**src/rtl/i2c_bm_pkg.sv**
```systemverilog
package i2c_bm_pkg;

    localparam int BYTE_W    = 8;
    localparam int BIT_CNT_W = $clog2(BYTE_W + 1);
    localparam logic [BIT_CNT_W-1:0] ACK_SLOT = BIT_CNT_W'(BYTE_W);

    typedef enum logic [2:0] {
        ST_IDLE,
        ST_START,
        ST_HOLD,
        ST_XFER,
        ST_STOP
    } bus_state_t;

    // quarter periods of one SCL bit: two low, then two high
    typedef enum logic [1:0] {Q0, Q1, Q2, Q3} quarter_t;

    typedef struct packed {
        logic rx;
        logic noack;
    } xfer_cfg_t;

    function automatic logic bus_moving(bus_state_t s);
        return (s == ST_START) || (s == ST_XFER) || (s == ST_STOP);
    endfunction

    // SDA pull for one bit slot: data bits in transmit, acknowledge in receive
    function automatic logic bit_pull(xfer_cfg_t c, logic [BIT_CNT_W-1:0] idx, logic msb);
        if (idx == ACK_SLOT) return c.rx && !c.noack;
        return !c.rx && !msb;
    endfunction

endpackage

```
**src/rtl/i2c_bm_tick.sv**
```systemverilog
module i2c_bm_tick #(
    parameter int QTR_DIV = 4
) (
    input  logic clk,
    input  logic rst,
    input  logic run,
    output logic tick
);
    generate
        if (QTR_DIV <= 1) begin : g_direct
            assign tick = run;
        end else begin : g_count
            localparam int CW = $clog2(QTR_DIV);
            localparam logic [CW-1:0] LAST = CW'(QTR_DIV - 1);
            logic [CW-1:0] cnt;

            assign tick = run && (cnt == LAST);

            always_ff @(posedge clk) begin
                if (rst || !run || tick) cnt <= '0;
                else                     cnt <= cnt + 1'b1;
            end
        end
    endgenerate
endmodule

```
**src/rtl/i2c_bm_ctrl.sv**
```systemverilog
module i2c_bm_ctrl
    import i2c_bm_pkg::*;
(
    input  logic                 clk,
    input  logic                 rst,
    input  logic                 mst,
    input  logic                 xmit,
    input  logic                 wr,
    input  logic                 rd,
    input  logic                 tick,
    output bus_state_t           state,
    output quarter_t             qtr,
    output logic [BIT_CNT_W-1:0] bidx,
    output logic                 launch,
    output logic                 launch_rx,
    output logic                 byte_end,
    output logic                 done
);
    logic addr_sent;
    logic launch_tx;
    logic qend;

    assign launch_tx = (state == ST_HOLD) && mst && wr && xmit;
    assign launch_rx = (state == ST_HOLD) && mst && rd && !xmit && addr_sent;
    assign launch    = launch_tx || launch_rx;
    assign qend      = tick && (qtr == Q3);
    assign byte_end  = (state == ST_XFER) && qend && (bidx == ACK_SLOT);

    always_ff @(posedge clk) begin
        if (rst) begin
            state     <= ST_IDLE;
            qtr       <= Q0;
            bidx      <= '0;
            done      <= 1'b0;
            addr_sent <= 1'b0;
        end else begin
            if (tick) qtr <= quarter_t'(qtr + 2'd1);
            unique case (state)
                ST_IDLE: if (mst) begin
                    state     <= ST_START;
                    done      <= 1'b0;
                    addr_sent <= 1'b0;
                end
                ST_START: if (qend) state <= ST_HOLD;
                ST_HOLD: begin
                    if (!mst) begin
                        state <= ST_STOP;
                    end else if (launch) begin
                        state <= ST_XFER;
                        bidx  <= '0;
                        done  <= 1'b0;
                        if (launch_tx) addr_sent <= 1'b1;
                    end
                end
                ST_XFER: if (qend) begin
                    if (bidx == ACK_SLOT) begin
                        state <= ST_HOLD;
                        done  <= 1'b1;
                    end else begin
                        bidx <= bidx + 1'b1;
                    end
                end
                ST_STOP: if (qend) state <= ST_IDLE;
                default: state <= ST_IDLE;
            endcase
        end
    end

    // a read while transmit is selected never starts a byte
    a_r5_read_in_tx_ignored: assert property (@(posedge clk) disable iff (rst)
        (state == ST_HOLD && mst && rd && xmit && !wr) |=> (state != ST_XFER));

    // no receive before the address byte of this session
    a_r3_read_needs_address: assert property (@(posedge clk) disable iff (rst)
        (state == ST_HOLD && rd && !wr && !addr_sent) |=> (state != ST_XFER));

    // the complete flag is low for the whole byte in flight
    a_r8_done_low_in_byte: assert property (@(posedge clk) disable iff (rst)
        (state == ST_XFER) |-> !done);

    // the complete flag rises only after the ninth clock
    a_r8_done_after_ack: assert property (@(posedge clk) disable iff (rst)
        $rose(done) |-> ($past(state) == ST_XFER && $past(bidx) == ACK_SLOT));
endmodule

```
**src/rtl/i2c_bm_shift.sv**
```systemverilog
module i2c_bm_shift
    import i2c_bm_pkg::*;
(
    input  logic                 clk,
    input  logic                 rst,
    input  bus_state_t           state,
    input  quarter_t             qtr,
    input  logic [BIT_CNT_W-1:0] bidx,
    input  logic                 tick,
    input  logic                 launch,
    input  logic                 launch_rx,
    input  logic                 byte_end,
    input  logic                 noack,
    input  logic [BYTE_W-1:0]    wdata,
    input  logic                 sda_in,
    output logic                 scl_pull,
    output logic                 sda_pull,
    output logic [BYTE_W-1:0]    rdata,
    output logic                 miss
);
    xfer_cfg_t         cfg;
    logic [BYTE_W-1:0] sh;

    always_ff @(posedge clk) begin
        if (rst) begin
            cfg      <= '0;
            sh       <= '0;
            scl_pull <= 1'b0;
            sda_pull <= 1'b0;
            rdata    <= '0;
            miss     <= 1'b0;
        end else begin
            if (launch) begin
                cfg <= '{rx: launch_rx, noack: noack};
                sh  <= launch_rx ? '0 : wdata;
            end
            if (tick) begin
                unique case (state)
                    ST_START: case (qtr)
                        Q0:      sda_pull <= 1'b1;
                        Q1:      scl_pull <= 1'b1;
                        default: ;
                    endcase
                    ST_XFER: case (qtr)
                        Q0: sda_pull <= bit_pull(cfg, bidx, sh[BYTE_W-1]);
                        Q1: scl_pull <= 1'b0;
                        Q2: begin
                            if (bidx == ACK_SLOT) miss <= sda_in;
                            else                  sh   <= {sh[BYTE_W-2:0], sda_in};
                        end
                        Q3: scl_pull <= 1'b1;
                    endcase
                    ST_STOP: case (qtr)
                        Q0:      sda_pull <= 1'b1;
                        Q1:      scl_pull <= 1'b0;
                        Q2:      sda_pull <= 1'b0;
                        default: ;
                    endcase
                    default: ;
                endcase
            end
            if (byte_end && cfg.rx) rdata <= sh;
        end
    end

    // SDA moves under a low SCL, except for the START and STOP edges
    a_r10_sda_moves_low: assert property (@(posedge clk) disable iff (rst)
        !$stable(sda_pull) |-> ($past(scl_pull) || $past(state) == ST_START || $past(state) == ST_STOP));

    // between bytes the clock line is held low
    a_r1_hold_clock_low: assert property (@(posedge clk) disable iff (rst)
        (state == ST_HOLD) |-> scl_pull);

    // an idle bus has both lines released
    a_r9_idle_released: assert property (@(posedge clk) disable iff (rst)
        (state == ST_IDLE) |-> (!scl_pull && !sda_pull));
endmodule

```
**src/rtl/i2c_reg_byte_master.sv**
```systemverilog
module i2c_reg_byte_master
    import i2c_bm_pkg::*;
#(
    parameter int QTR_DIV = 4
) (
    input  logic       clk,
    input  logic       rst,
    input  logic       cfg_master,
    input  logic       cfg_xmit,
    input  logic       cfg_noack,
    input  logic       dr_wr,
    input  logic [7:0] dr_wdata,
    input  logic       dr_rd,
    output logic [7:0] dr_rdata,
    output logic       busy,
    output logic       xfer_done,
    output logic       ack_miss,
    input  logic       sda_in,
    output logic       scl_pull,
    output logic       sda_pull
);
    bus_state_t           state;
    quarter_t             qtr;
    logic [BIT_CNT_W-1:0] bidx;
    logic                 tick;
    logic                 launch;
    logic                 launch_rx;
    logic                 byte_end;

    assign busy = bus_moving(state);

    i2c_bm_tick #(.QTR_DIV(QTR_DIV)) u_tick (
        .clk  (clk),
        .rst  (rst),
        .run  (busy),
        .tick (tick)
    );

    i2c_bm_ctrl u_ctrl (
        .clk       (clk),
        .rst       (rst),
        .mst       (cfg_master),
        .xmit      (cfg_xmit),
        .wr        (dr_wr),
        .rd        (dr_rd),
        .tick      (tick),
        .state     (state),
        .qtr       (qtr),
        .bidx      (bidx),
        .launch    (launch),
        .launch_rx (launch_rx),
        .byte_end  (byte_end),
        .done      (xfer_done)
    );

    i2c_bm_shift u_shift (
        .clk       (clk),
        .rst       (rst),
        .state     (state),
        .qtr       (qtr),
        .bidx      (bidx),
        .tick      (tick),
        .launch    (launch),
        .launch_rx (launch_rx),
        .byte_end  (byte_end),
        .noack     (cfg_noack),
        .wdata     (dr_wdata),
        .sda_in    (sda_in),
        .scl_pull  (scl_pull),
        .sda_pull  (sda_pull),
        .rdata     (dr_rdata),
        .miss      (ack_miss)
    );
endmodule

```
**config.mk**
```make
export PLATFORM = sky130hd
export DESIGN_NAME = i2c_reg_byte_master
export DESIGN_NICKNAME = d
export VERILOG_FILES = /design/src/rtl/i2c_bm_pkg.sv /design/src/rtl/i2c_bm_tick.sv /design/src/rtl/i2c_bm_ctrl.sv /design/src/rtl/i2c_bm_shift.sv /design/src/rtl/i2c_reg_byte_master.sv
export SDC_FILE = /design/constraint.sdc
export NUM_CORES = 1
export LEC_CHECK = 0
export BUFFER_PORTS_ARGS = -buffer_cell sky130_fd_sc_hd__buf_2
export CAP_MARGIN = 20
export CORE_MARGIN = 2
export CORE_UTILIZATION = 51
export CTS_CLUSTER_DIAMETER = 120
export DETAILED_ROUTE_END_ITERATION = 8
export PLACE_DENSITY_LB_ADDON = 0.05
export SYNTH_ARGS = -nofsm -noshare
export SYNTH_HDL_FRONTEND = slang
export SYNTH_HIERARCHICAL = 1
export SYNTH_SLANG_ARGS = --single-unit
```
**constraint.sdc**
```tcl
create_clock -name clk -period 2.54 [get_ports clk]
set_input_delay 0.508 -clock clk [delete_from_list [all_inputs] [get_ports clk]]
set_output_delay 0.508 -clock clk [all_outputs]
set_load 0.01 [all_outputs]
```
# [Yosys cells after proc, flatten, opt, wreduce, memory -nomap -nowiden]
# Cells that the tools add are included.
[totals] ff_bits=34 in_bits=16
[op_classes] n_addsub=3 n_eq_ne=25 n_mux=44 n_reduce_logical=36
[ops] cell="8-bit 2-to-1 mux" n=6
[ops] cell="3-bit 2-to-1 mux" n=7
[ops] cell="5-bit AND reduction" n=4
[ops] cell="1-bit 2-to-1 mux" n=19
[ops] cell="2-bit by 1-bit inequality test with 1-bit output, second input constant" n=9
[ops] cell="4-bit 2-to-1 mux" n=4
[ops] cell="3-bit one-hot mux with 5 select lines" n=1
[ops] cell="1-bit logical AND" n=13
[ops] cell="6-bit AND reduction" n=2
[ops] cell="1-bit one-hot mux with 3 select lines" n=3
[ops] cell="2-bit inequality test, second input constant" n=4
[ops] cell="4-bit one-hot mux with 2 select lines" n=1
[ops] cell="2-bit == test, second input constant" n=3
[ops] cell="3-bit by 2-bit == test with 1-bit output, second input constant" n=2
[ops] cell="3-bit by 1-bit inequality test with 1-bit output, second input constant" n=2
[ops] cell="1-bit one-hot mux with 2 select lines" n=3
[ops] cell="3-bit nonzero test" n=2
[ops] cell="1-bit zero test" n=5
[ops] cell="1-bit logical OR" n=5
[ops] cell="2-bit by 1-bit adder with 2-bit output, second input constant" n=2
[ops] cell="4-bit by 1-bit adder with 4-bit output, second input constant" n=1
[ops] cell="4-bit == test, second input constant" n=1
[ops] cell="4-bit AND reduction" n=1
[ops] cell="2-bit nonzero test" n=2
[ops] cell="other kinds (6)" n=6

# [Longest topological paths before layout]
[logic_depth] word_depth=11 mapped_depth=9

# [Modules after synthesis]
# Netlist, hierarchy kept.
[by_module_without_submodules] mod="i2c_bm_shift" instances=1 cells_each=118 area_per_inst_um2=1008.5 seq_area_each_um2=420.4
[by_module_without_submodules] mod="i2c_bm_ctrl" instances=1 cells_each=73 area_per_inst_um2=688.2 seq_area_each_um2=220.2
[by_module_without_submodules] mod="i2c_bm_tick" instances=1 cells_each=6 area_per_inst_um2=80.1 seq_area_each_um2=40.0
[by_module_without_submodules] mod="i2c_reg_byte_master" instances=1 cells_each=2 area_per_inst_um2=18.8 seq_area_each_um2=0.0

# [Least setup slack after synthesis]
# Ideal clock, no wire load.
[synth_timing] kind="reg-to-reg" from="register u_ctrl.state[0]" to="register u_shift.rdata[7]" t_arrival_ns=1.938 slack_ns=0.466 stages_incl_launch_ff=9 period_less_slack_ns=2.074 cell_sequence="dfxtp_1 > mux2_4 > and2_1 > nand3_2 > nor3_1 > buf_1 > nand2_1 > nand2_1 > a21oi_1"
[synth_between] elab_chain_len=8 elab_cells_between_ends=10
[synth_lines] element="start, declared" line_no="i2c_bm_ctrl.sv:11" source="output bus_state_t state,"
[synth_lines] element="start signal, assigned" line_no="i2c_bm_ctrl.sv:31" source="state <= ST_IDLE;"
[synth_lines] element="start signal, assigned" line_no="i2c_bm_ctrl.sv:40" source="state <= ST_START;"
[synth_lines] element="start signal, assigned" line_no="i2c_bm_ctrl.sv:44" source="ST_START: if (qend) state <= ST_HOLD;"
[synth_lines] element="3-bit by 1-bit == test with 1-bit output or 3-bit by 2-bit == test with 1-bit output (tied branches)" line_no="i2c_bm_pkg.sv:24" source="return (s == ST_START) || (s == ST_XFER) || (s == ST_STOP);"
[synth_lines] element="1-bit logical OR" line_no="i2c_bm_pkg.sv:24"
[synth_lines] element="1-bit logical OR *" line_no="i2c_bm_pkg.sv:24"
[synth_lines] element="via busy" line_no="i2c_reg_byte_master.sv:15" source="output logic busy,"
[synth_lines] element="1-bit logical AND *" line_no="i2c_bm_tick.sv:17" source="assign tick = run && (cnt == LAST);"
[synth_lines] element="via tick" line_no="i2c_reg_byte_master.sv:25" source="logic tick;"
[synth_lines] element="1-bit logical AND *" line_no="i2c_bm_ctrl.sv:26" source="assign qend = tick && (qtr == Q3);"
[synth_lines] element="1-bit logical AND * (2 in series)" line_no="i2c_bm_ctrl.sv:27" source="assign byte_end = (state == ST_XFER) && qend && (bidx == ACK_SLOT);"
[synth_lines] element="via byte_end" line_no="i2c_reg_byte_master.sv:28" source="logic byte_end;"
[synth_lines] element="1-bit logical AND *" line_no="i2c_bm_shift.sv:62" source="if (byte_end && cfg.rx) rdata <= sh;"
[synth_lines] element="end signal, assigned" line_no="i2c_bm_shift.sv:62"
[synth_lines] element="end, declared" line_no="i2c_bm_shift.sv:18" source="output logic [BYTE_W-1:0] rdata,"
# Mark *: on every way through the listed nets, which the timed path passes. The rest lies on a longest branch.
# A chain may end at the register's enable or synchronous reset.

# [Worst setup path after layout]
[layout_timing] from="register u_ctrl.state[2]" to="register u_shift.sh[0]"
[layout_between] elab_cells_between_ends=20
[layout_rtl] element="3-bit by 1-bit == test with 1-bit output or 3-bit by 2-bit == test with 1-bit output (tied branches)" line_no="i2c_bm_pkg.sv:24"
[layout_rtl] element="1-bit logical OR" line_no="i2c_bm_pkg.sv:24"
[layout_rtl] element="1-bit logical OR *" line_no="i2c_bm_pkg.sv:24"
[layout_rtl] element="1-bit logical AND *" line_no="i2c_bm_tick.sv:17"
[layout_rtl] element="via tick" line_no="i2c_reg_byte_master.sv:25"
[layout_rtl] element="8-bit 2-to-1 mux *" line_no="i2c_bm_shift.sv:37" source="if (tick) begin"
[layout_rtl] element="end signal, assigned" line_no="i2c_bm_shift.sv:35" source="sh <= launch_rx ? '0 : wdata;"
[layout_rtl] element="end signal, assigned" line_no="i2c_bm_shift.sv:49" source="else sh <= {sh[BYTE_W-2:0], sda_in};"
[layout_rtl] element="end, declared" line_no="i2c_bm_shift.sv:22" source="logic [BYTE_W-1:0] sh;"
# Marks and branches as above.

==> out/metrics.csv <==
metric,value,unit
status,"finished, final reports clean",
synthesis.area,1800,µm²
dieArea,4010,µm²
ctsResizeCount,0,
rows,21,
layout-drive-gt1-share,0.245,
syn-num-nets,219,
power.leakage,0.859,nW
gp_congestion,0.820,
io_buffers,28,
vias,1488,
drc,0,
antenna_left,0,
hpwl,2.70,mm
track_usage,0.205,
cts_setup_buffers,0,
n_antenna_cell,0,
finalWirelength,3.69,mm
die_height,63.3,µm
rsz0062_at_grt,false,
fin_nets,248,
crit_required,2750,ps
total_power,1.01,mW
cts_buffers,5,
fin_worst_skew,5.70,ps
startpoint_type,flip-flop,
met3_length,126,µm
synth-edff-count,0,
finalSetupViolCount,0,
synthFlopType,dfxtp_1,
power.density,495,nW/µm²
post-route-util,0.605,
fill_cells,334,
critPathArrivalTime,2400,ps
hold_class,primary input to flip-flop,
pin_count,29,
timing.rr.start,u_ctrl/state[2],
die_w,63.3,µm
wl_per_cell,13.4,µm
grt_pass1_wl,6.53,mm
fmax,0.457,GHz
r2r_end,u_shift/sh[0],
hold_buffers,0,
cts_tree,yes,
numClockSinks,34,
critPathSlowestCell,dfxtp_1,
yosysUniqueCellTypes,55,
yosys_warnings,6,
synthToLayoutAreaGrowth,13.4,%
grt_pass1_vias,1364,
place_area,1960,µm²
drv_slew,0,
ir_drop,268,µV
antenna_found_initial,0,
htreeDepth,2,
initial_core_util,0.534,
core,3360,µm²
met1_length,1.81,mm
worstPathMaxFanout,16,
grt-ovfl-total,0,
worstPathCellList,mux2_4 -> and2_1 -> nor2b_1 -> nand4_4 -> nor2_1 -> a211oi_1,
worstSetupPathType,flip-flop to flip-flop,
highest-signal-layer,met4,
fin_area,2040,µm²
finalSetupTns,0,ps
finalHoldViolCount,0,
avgSynthCellArea,9.02,µm²
r2r_cells,6,
worst_path_largest_cell_delay,510,ps
clkTransAtPathRegs,110,ps
crit_path_end,u_shift/sh[0],
end_kind,flip-flop,
via_per_inst,5.41,
cp-startpoint,u_ctrl/state[2],
finalCriticalPeriod,2190,ps
max-slew-margin-rel,0.632,
clockBufferDepth,2,
cts_root_buffer,clkbuf_4,
worstMarginPinSlew,551,ps
cap_viol_max_count,0,
r2r_slack,350,ps
drt-initial-drc-count,99,
ys_seq_area_frac,0.379,
post-route-period-util,0.861,
synth_cells,199,
wl_met2,1.69,mm
postSynth.asyncResetShare,0,
dr.pass1.iters,5,
clkLatencyLatePin,340,ps
grt_max_degree,30,
ys_seq_elements,34,
registers in the layout, summed over array words and instances (netlist names), 2 cells and up:
name	cells
u_ctrl/bidx	4
u_ctrl/qtr	2
u_ctrl/state	3
u_shift/cfg	2
u_shift/rdata	8
u_shift/sh	8
u_tick/g_count.cnt	2
worst max-delay path: cells and delay by family, from the launching register on:
kind | cells | cell delay [ps]
DFF | 1 | 510
AOI/OAI and AO/OA | 1 | 70
and+or+nand+nor | 4 | 1250
muxes | 1 | 230
synthesized netlist by cell type (all sizes together) (2+ instances only):
cell,count,share of area
dfxtp,34,0.38
a21oi,22,0.063
nor2,20,0.045
nand2,16,0.038
nor2b,13,0.045
nand3,10,0.031
a211oi,9,0.043
buf,8,0.032
inv,7,0.015
mux2i,6,0.033
ha,4,0.028
nand2b,4,0.014
nand3b,3,0.020
nor3,3,0.0084
nor4,3,0.019
o21ai,3,0.0084
or3b,3,0.016
a31oi,2,0.0070
and2,2,0.0077
and3b,2,0.0098
clkbuf,2,0.0042
o22ai,2,0.0070
xnor2,2,0.0098
power by group:
group          leakage [nW]  internal (mW)  switching, mW
registers             0.274          0.538        0.00635
clock network        0.0450          0.204          0.190
logic                 0.540         0.0311         0.0394
stage by stage:
stage	setup slack, ps	cells	hold slack [ps]
after detailed placement	409	267	427
final	352	275	409
after global placement	413	267	414
after global routing	66.0	275	418
after CTS	377	275	408
after floorplan	466	199	405
cells in the final DEF (no fill, tap or decap), types with 2 or more instances in the layout:
cell,instances
and3b_1,2
dfxtp_1,34
nor3_1,3
nor2b_1,13
nor2_1,18
nor4_1,2
nand2b_1,4
o21ai_0,2
mux2i_1,6
nand2_1,15
inv_1,7
buf_2,28
clkbuf_4,5
xnor2_1,2
buf_4,4
ha_1,4
o22ai_1,2
clkinv_2,2
a211oi_2,2
nand3b_1,2
a31oi_1,2
a211oi_1,7
nor2_2,2
or3b_1,2
nand3_1,9
a21oi_1,21
cell type report:
type                            count  area [µm²]  share of cell area
Multi-Input combinational cell    148        1020               0.503
Clock inverter                      3        40.0              0.0197
Sequential cell                    34         681               0.334
Clock buffer                        5        37.5              0.0184
Tap cell                           46        57.6              0.0283
Inverter                            7        26.3              0.0129
Timing Repair Buffer               32         170              0.0836
per-layer routing:
layer,GRT usage,vias to the layer above
li1,-,767
met1,0.288,690
met2,0.305,22
met5,0,-
met4,0.0897,0
met3,0.0393,9
kinds of logic (layout without fill, tap and decap cells):
family                   after synthesis  in the layout  synth area share
AND/OR/NAND/NOR                       86             86             0.297
AO/OA/AOI/OAI                         49             49             0.194
flip-flops                            34             34             0.379
buffers and inverters                 17             47            0.0509
multiplexers                           7              7            0.0418
adder cells (fa/ha/maj)                4              4            0.0279
XOR/XNOR                               2              2           0.00976
worst min path at each step:
stage / startpoint / to / slack [ps] / depth (start not counted)
global route: sda_in / u_shift/miss / 420 / 3
global placement: u_tick/g_count.cnt[0] / u_tick/g_count.cnt[0] / 410 / 1
finish: cfg_noack / u_shift/cfg[0] / 410 / 3
detailed placement: u_tick/g_count.cnt[0] / u_tick/g_count.cnt[0] / 430 / 1
floorplan: u_tick/g_count.cnt[0] / u_tick/g_count.cnt[0] / 400 / 1
CTS: cfg_noack / u_shift/cfg[0] / 410 / 3
Power figures use the tool's default switching activity.
